==> src/rtl/backoff_engine.sv <==
module backoff_engine #(
  parameter int TMR_W = 16,
  parameter int CNT_W = 12,
  parameter logic [15:0] LFSR_SEED = 16'hACE1,
  parameter logic [TMR_W-1:0] SLOT_RST = 9,
  parameter logic [TMR_W-1:0] SIFS_RST = 10,
  parameter logic [TMR_W-1:0] PIFS_RST = 19,
  parameter logic [TMR_W-1:0] DIFS_RST = 28,
  parameter logic [15:0] CTL_RST = 16'h4c1d,
  localparam int STAT_W = CNT_W + 4
) (
  input  logic              clk,
  input  logic              rst_n,
  input  logic              us_tick,
  input  logic              phy_busy,
  input  logic              nav_busy,
  input  logic              cfg_we,
  input  logic [2:0]        cfg_addr,
  input  logic [15:0]       cfg_wdata,
  output logic              tx_now,
  output logic [STAT_W-1:0] status,
  output logic [15:0]       rand_val
);
  localparam logic [1:0] S_IDLE = 2'd0, S_IFS = 2'd1, S_CNT = 2'd2, S_FRZ = 2'd3;
  localparam logic [15:0] CW_SIFS = 16'h4021, CW_PIFS = 16'h4d95;
  localparam logic [15:0] CW_DIFS = 16'h4c1d, CW_NOW = 16'h4001;

  logic [TMR_W-1:0] slot_us, sifs_us, pifs_us, difs_us, tmr, ifs_len;
  logic [15:0]      ctl, lfsr;
  logic [1:0]       st;
  logic [CNT_W-1:0] cnt;
  logic             tx_q;

  wire busy = phy_busy | nav_busy;
  wire load = cfg_we && cfg_addr == 3'd5;
  wire [TMR_W:0] tmr_inc = {1'b0, tmr} + 1'b1;
  wire slot_done  = tmr_inc >= {1'b0, slot_us};
  wire guard_done = tmr_inc >= {slot_us, 1'b0};
  wire ifs_done   = tmr >= ifs_len;

  always_comb begin
    case (ctl)
      CW_SIFS: ifs_len = sifs_us;
      CW_PIFS: ifs_len = pifs_us;
      CW_NOW:  ifs_len = '0;
      CW_DIFS: ifs_len = difs_us;
      default: ifs_len = difs_us;
    endcase
  end

  always_ff @(posedge clk or negedge rst_n) begin
    if (!rst_n) begin
      slot_us <= SLOT_RST;
      sifs_us <= SIFS_RST;
      pifs_us <= PIFS_RST;
      difs_us <= DIFS_RST;
      ctl     <= CTL_RST;
    end else if (cfg_we) begin
      case (cfg_addr)
        3'd0: slot_us <= cfg_wdata[TMR_W-1:0];
        3'd1: sifs_us <= cfg_wdata[TMR_W-1:0];
        3'd2: pifs_us <= cfg_wdata[TMR_W-1:0];
        3'd3: difs_us <= cfg_wdata[TMR_W-1:0];
        3'd4: ctl     <= cfg_wdata;
        default: ;
      endcase
    end
  end

  always_ff @(posedge clk or negedge rst_n) begin
    if (!rst_n) begin
      st   <= S_IDLE;
      cnt  <= '0;
      tmr  <= '0;
      tx_q <= 1'b0;
    end else begin
      tx_q <= 1'b0;
      if (load) begin
        cnt <= cfg_wdata[CNT_W-1:0];
        st  <= S_IFS;
        tmr <= '0;
      end else begin
        case (st)
          S_IFS:
            if (busy) begin
              st <= S_FRZ; tmr <= '0;
            end else if (ifs_done) begin
              st <= S_CNT; tmr <= '0;
            end else if (us_tick) tmr <= tmr_inc[TMR_W-1:0];
          S_CNT:
            if (busy) begin
              st <= S_FRZ; tmr <= '0;
            end else if (cnt == '0) begin
              st <= S_IDLE; tx_q <= 1'b1;
            end else if (us_tick) begin
              if (slot_done) begin
                cnt <= cnt - 1'b1; tmr <= '0;
              end else tmr <= tmr_inc[TMR_W-1:0];
            end
          S_FRZ:
            if (busy) tmr <= '0;
            else if (us_tick) begin
              if (guard_done) begin
                st <= S_CNT; tmr <= '0;
              end else tmr <= tmr_inc[TMR_W-1:0];
            end
          default: ;
        endcase
      end
    end
  end

  always_ff @(posedge clk or negedge rst_n) begin
    if (!rst_n) lfsr <= LFSR_SEED;
    else        lfsr <= {lfsr[14:0], lfsr[15] ^ lfsr[13] ^ lfsr[12] ^ lfsr[10]};
  end

  assign tx_now   = tx_q;
  assign status   = {cnt, 2'b00, st};
  assign rand_val = lfsr;

  assert_count_no_rise_R4: assert property (@(posedge clk) disable iff (!rst_n)
    !load |=> cnt <= $past(cnt));
  assert_freeze_on_busy_R5: assert property (@(posedge clk) disable iff (!rst_n)
    ((st == S_IFS || st == S_CNT) && busy && !load) |=> st == S_FRZ);
  assert_hold_while_busy_R6: assert property (@(posedge clk) disable iff (!rst_n)
    (st == S_FRZ && busy && !load) |=> (st == S_FRZ && $stable(cnt)));
  assert_single_pulse_R7: assert property (@(posedge clk) disable iff (!rst_n)
    tx_now |=> !tx_now);
  assert_pulse_to_idle_R7: assert property (@(posedge clk) disable iff (!rst_n)
    tx_now |-> st == S_IDLE);
  assert_rand_nonzero_R9: assert property (@(posedge clk) disable iff (!rst_n)
    rand_val != 16'h0);
  assert_load_restarts_R10: assert property (@(posedge clk) disable iff (!rst_n)
    load |=> st == S_IFS);
endmodule

==> config.mk <==
export PLATFORM = sky130hd
export DESIGN_NAME = backoff_engine
export DESIGN_NICKNAME = d
export VERILOG_FILES = /design/src/rtl/backoff_engine.sv
export SDC_FILE = /design/constraint.sdc
export NUM_CORES = 1
export LEC_CHECK = 0
export BUFFER_PORTS_ARGS = -buffer_cell sky130_fd_sc_hd__buf_2
export CORE_MARGIN = 8
export CORE_UTILIZATION = 55
export CTS_CLUSTER_DIAMETER = 50
export DETAILED_ROUTE_END_ITERATION = 8
export MAX_ROUTING_LAYER = met4
export PLACE_DENSITY = 0.8
export SETUP_SLACK_MARGIN = 0.2
export SLEW_MARGIN = 15
export SYNTH_ARGS = -nofsm -noshare
export SYNTH_HDL_FRONTEND = slang
export SYNTH_SLANG_ARGS = --single-unit
==> constraint.sdc <==
create_clock -name clk -period 4.85 [get_ports clk]
set_clock_uncertainty 0.15 [all_clocks]
set_input_delay 0.7275 -clock clk [delete_from_list [all_inputs] [get_ports clk]]
set_output_delay 0.7275 -clock clk [all_outputs]
set_load 0.005 [all_outputs]
# [After elaboration in Yosys (flattened, before gate mapping)]
# Index checks and enable logic that the tools add are counted.
# W data, S select, Z words.
[totals] word_cells=88 in_bits=25 out_inout_bits=33 memories=0 ram_bits=0 latchBits=0 rom_bits=0 ff_bits=127
[op_classes] n_reduce_logical=15 n_lt_le_gt_ge=3 multipliers=0 n_mux=32 n_eq_ne=22 shifts=0 bitwise=4 add_sub_neg=2 div_mod_pow=0
[ops] operator="$mux W16" count=11
[ops] operator="$pmux W16 S3" count=2
[ops] operator="$mux W12" count=6
[ops] operator="$eq A16 B15 Y1 const B" count=3
[ops] operator="$ne A4 B4 Y1 const B" count=5
[ops] operator="$add A16 B1 Y17 const B" count=1
[ops] operator="$ge A17 B16 Y1" count=1
[ops] operator="$ge A17 B17 Y1" count=1
[ops] operator="$ge A16 B16 Y1" count=1
[ops] operator="$mux W2" count=8
[ops] operator="$logic_not A12 Y1" count=1
[ops] operator="$sub A12 B1 Y12 const B" count=1
[ops] operator="$reduce_and A2 Y1" count=5
[ops] operator="$reduce_and A5 Y1" count=2
[ops] operator="$ne A3 B3 Y1 const B" count=3
[ops] operator="$eq A3 B2 Y1 const B" count=2
[ops] operator="$eq A3 B3 Y1 const B" count=2
[ops] operator="$pmux W2 S3" count=1
[ops] operator="$reduce_and A6 Y1" count=1
[ops] operator="$reduce_bool A2 Y1" count=3
[ops] operator="$ne A5 B5 Y1 const B" count=1
[ops] operator="$eq A2 B2 Y1 const B" count=2
[ops] operator="$mux W1" count=4
[ops] operator="$reduce_bool A4 Y1" count=1
[ops] operator="other kinds (8)" count=10

# [Depth between registers and ports, before layout]
[logic_depth] ltp_word=8 mapped_depth=17 ltp_nobuf=14

# [Least setup slack after synthesis]
# No wires, ideal clock.
[synth_path] kind="register -> register" startpoint="reg ctl[0]" endpoint="reg st[1]" stages_incl_launch_ff=16 period_less_slack_ns=4.017 setup_slack_ns=0.833 setup_ns=0.128 arrival_ns=3.740 t_required_ns=4.572 n_path_buf=2 cell_sequence="dfstp_2 -> nor3b_1 -> nand4b_1 -> nor4_1 -> and2_1 -> clkbuf_1 -> clkbuf_1 -> a222oi_1 -> ha_1 -> a21o_1 -> a21o_1 -> a221o_1 -> a2111oi_2 -> and2_1 -> a211oi_1 -> mux2_1"
[synth_between] elab_chain_len=5 word_cells_on_any_way=7 cone_classes="order compare: 1; eq/ne: 4; mux: 1; reduce/logical: 1"
[synth_lines] item="start, declared" line="29" source="logic [15:0] ctl, lfsr;"
[synth_lines] item="start signal, assigned" line="64" source="3'd4: ctl <= cfg_wdata;"
[synth_lines] item="$eq A16 B15 Y1" line="42" source="case (ctl)"
[synth_lines] item="$pmux W16 S3 *" line="42"
[synth_lines] item="$ge A16 B16 Y1 *" line="39" source="wire ifs_done = tmr >= ifs_len;"
[synth_lines] item="$ne A4 B4 Y1 (no line) *"
[synth_lines] item="$reduce_and A6 Y1 (no line) *"
[synth_lines] item="end signal, assigned" line="72" source="st <= S_IDLE;"
[synth_lines] item="end signal, assigned" line="80" source="st <= S_IFS;"
[synth_lines] item="end signal, assigned" line="86" source="st <= S_FRZ; tmr <= '0;"
[synth_lines] item="end, declared" line="30" source="logic [1:0] st;"
# Mark *: on every way between the ends. The rest lies on a longest branch, timed or not.
# A chain may end at the register's enable or synchronous reset.

# [Final worst setup path]
[layout_path] startpoint="reg ctl[3]" endpoint="reg tmr[0]"
[layout_between] elab_chain_len=7 word_cells_on_any_way=11 cone_classes="order compare: 1; eq/ne: 4; mux: 5; reduce/logical: 1"
[layout_lines] item="$eq A16 B15 Y1" line="42"
[layout_lines] item="$pmux W16 S3 *" line="42"
[layout_lines] item="$ge A16 B16 Y1 *" line="39"
[layout_lines] item="$mux W16" line="87" source="end else if (ifs_done) begin"
[layout_lines] item="$mux W16" line="85" source="if (busy) begin"
[layout_lines] item="$pmux W16 S3" line="83" source="case (st)"
[layout_lines] item="$mux W16" line="78" source="if (load) begin"
[layout_lines] item="end signal, assigned" line="89" source="end else if (us_tick) tmr <= tmr_inc[TMR_W-1:0];"
[layout_lines] item="end signal, assigned" line="98" source="end else tmr <= tmr_inc[TMR_W-1:0];"
[layout_lines] item="end signal, assigned" line="105" source="end else tmr <= tmr_inc[TMR_W-1:0];"
[layout_lines] item="end, declared" line="28" source="logic [TMR_W-1:0] slot_us, sifs_us, pifs_us, difs_us, tmr, ifs_len;"
# Marks and branches as above.

==> metrics.md <==
| Metric | Value |
|---|---|
| Mean post-synth cell area | `11.5 µm²` |
| Rel. slew slack | `24.8%` |
| Port Buffers | `55` |
| Worst VDD drop | `0.000304 V` |
| Sink Count | `127` |
| Slew @ Worst Pin | `1.12 ns` |
| Final hold vios | `0` |
| GP Congestion | `0.898` |
| Top post-synthesis cells by area | `dfrtp_1 (38%), mux2_2 (11%), dfstp_2 (9.8%), ha_1 (9.3%), nand2_1 (2.5%)` |
| Mapped cell area | `6710 µm²` |
| R2R setup slack | `0.49 ns` |
| Worst R2R Start | `ctl[3]` |
| Clk network pwr share | `38.1%` |
| Final WL | `17200 µm` |
| Final Cycle Share | `89.8%` |
| Net Sw Frac | `30.0%` |
| Initial Utilization | `56.1%` |
| PD cells | `418 nW/µm²` |
| FF+latch count, synth | `127` |
| Clock buffer depth | `2` |
| DRT iter0 DRCs | `556` |
| Max-slew violations | `0` |
| Final min period | `4.36 ns` |
| Number of vias per cell | `6.37` |
| Drc violations | `0` |
| Final TNS setup | `0 ns` |
| Gr ovfl total | `0` |
| Pwr Total | `3.23 mW` |
| Combinational power share | `18.8%` |
| Clk_lat worst skew | `0.43 ns` |
| DP HPWL | `12200 µm` |
| Antenna diodes | `0` |
| Clock root cell | `clkbuf_16` |
| Leakage | `3.60 nW` |
| Ys flop type | `dfrtp_1` |
| Die Wd | `126 µm` |
| CTS buffer count | `17` |
| Via count | `5122` |
| CTS tree | `done` |
| Psw | `970 µW` |
| Initial antenna violation count | `0` |
| First-pass GRT wire length | `27600 µm` |
| Layout cells sized above 1 | `30.7%` |
| GRT Overall Usage | `22.9%` |
| Core Footprint | `12000 µm²` |
| Yosys warns | `0` |
| R2R depth | `13` |
| CP endpoint kind | `flip-flop` |
| Library cells used by synthesis | `61` |
| Fmax | `230 MHz` |
| Nets@finish | `719` |
| Final setup violation count | `0` |
| Clk slew on worst S/H paths | `0.06 ns` |
| H-tree depth reported by CTS | `4` |
| Number of flops mapped to enable cells by yosys | `0` |
| RSZ-0062 raised after global routing | `no` |
| Seq pwr share | `43.1%` |
| Hold_buf cts | `0` |
| Die height | `126 µm` |
| Row count | `40` |
| Ports | `58` |
| ANT nets after route | `0` |
| Reg2Reg Capture Point | `tmr[0]` |
| Pre-CTS setup slack | `0.546 ns` |
| TritonRoute pass-1 iters | `5` |
| Setup ws final | `0.493 ns` |
| WP data arrival | `4.57 ns` |
| Drt wl/cell | `21.4 µm` |
| Startpoint Class | `flip-flop` |
| Register area share after synthesis | `47.8%` |
| Number of fill cells | `887` |
| Min-Delay Path Class | `input port to async pin` |
| Crit path max fanout | `16` |
| Syn Inst Count | `583` |
| Status | `finished clean` |
| Post-CTS Resized | `0` |
| Yosys top cell by area | `dfrtp_1` |
| Synth top area share | `38.0%` |
| Layout area overhead | `15.3%` |
| Largest net degree at the start of global routing | `48` |
| Async SR Flop Fraction | `100%` |
| Internal power | `2.26 mW` |
| CP Data Required Time | `5.07 ns` |
| Setup bufs post-CTS | `0` |
| Placement Cell Area | `7160 µm²` |
| Vias in the first global route | `5269` |
| Max_cap viols | `0` |
| Die Area | `16000 µm²` |
| Critical path class | `flip-flop to flip-flop` |
| Final Cell Area | `7740 µm²` |
==> Yosys cell counts, types with 8 or more instances <==
master	number
a21oi_1	12
nand3_1	20
nor3_1	10
nand4_1	13
xnor2_1	11
nor2_1	18
clkbuf_1	17
nand2_1	44
o21ai_0	20
xor2_1	14
a22o_1	11
a222oi_1	16
o21ai_1	8
dfstp_2	25
dfrtp_1	102
ha_1	50
inv_1	27
a21o_1	10
mux2_2	64
==> cell usage in the layout, fill, tap and decap left out, types with 4 or more instances in the layout <==
cell type and instances:
nand2_1 44, dfstp_2 25, mux2_1 4, nand4_1 13
xnor2_1 11, nand3_1 20, clkbuf_16 17, o21ai_1 8
a31oi_1 4, a211oi_1 7, inv_6 5, and3_1 5
buf_4 10, a21oi_1 12, buf_2 54, nor2_1 18
nor3_1 8, o21a_1 4, dfrtp_1 102, mux2_2 64
nand4b_1 6, nor4_1 4, ha_1 50, a22o_1 11
a222oi_1 16, a221o_1 4, a21o_1 10, xor2_1 14
and2_1 4, o21ai_0 20, inv_1 27
==> logic make-up (layout without fill, tap and decap cells) <==
family,after synthesis,count (layout),share of synthesized area [%]
and+or+nand+nor,146,146,11.6
DFF,127,127,47.8
AOI/OAI and AO/OA,115,115,13.3
muxes,69,69,11.6
adders and majority gates,50,50,9.32
buffers and inverters,50,123,3.11
xor gates and xnor gates,25,25,3.26
other,1,2,0.0559
==> worst max-delay path: stages, from the launching register on <==
cell       delay [ns]
dfstp_2          0.52
nor3b_1          0.04
nand4b_1         0.15
nor3_2           0.08
nor2_1           0.86
a222oi_1         0.18
ha_1             0.38
a21o_1           0.18
a21o_1           0.18
a221o_1          0.37
a2111oi_2        0.37
nand2_2          0.19
a21oi_4          0.41
mux2_2           0.23
==> power by group through the flow <==
stage / logic, mW / registers, mW / clock network (mW)
after floorplan: 0.425 / 1.36 / 0
after global placement: 0.568 / 1.39 / 0
after CTS: 0.611 / 1.39 / 1.25
after detailed placement: 0.604 / 1.40 / 0
final: 0.609 / 1.39 / 1.23
after global routing: 0.675 / 1.41 / 1.30
==> metrics by stage <==
step | std cells | utilization, % | hold slack (ns)
after floorplan | 584 | - | 0.212
after global routing | 804 | 64.7 | 0.159
after CTS | 804 | 64.7 | 0.137
after global placement | 772 | 59.9 | 0.207
after detailed placement | 772 | 59.9 | 0.206
final | 804 | 64.7 | 0.126
==> registers in the layout, summed over array words and instances, names as in the netlist <==
register	cells
tmr	16
st	2
difs_us	16
rand_val	16
pifs_us	16
ctl	16
sifs_us	16
slot_us	16
tx_now	1
cnt	12
==> worst max path at each step <==
| stage | start | endpoint | depth (start not counted) |
|---|---|---|---|
| after detailed placement | ctl[6] | tmr[0] | 13 |
| after floorplan | ctl[0] | st[1] | 15 |
| final | ctl[3] | tmr[0] | 13 |
| after global placement | ctl[6] | tmr[0] | 13 |
| after CTS | ctl[3] | tmr[0] | 13 |
| after global routing | ctl[6] | tmr[12] | 13 |
==> metal layers <==
layer / vias up / share of wire [%] / track usage [%]
li1: 2298 / - / -
met1: 2544 / 40 / 26.8
met2: 236 / 50 / 36.2
met3: 44 / 7.3 / 5.78
met4: 0 / 2.6 / 11.0
met5: - / 0 / -
==> area by class of cell <==
type	instances	area (µm²)	area share, %
well taps	147	184	2.38
flip-flops and latches	127	3210	41.5
inverters	27	101	1.31
multi-input cells	407	3330	43.0
repair buffers	64	345	4.46
clock inverters	13	128	1.65
clock buffers	19	443	5.72
Note: power is estimated with default switching activity, not from simulation.
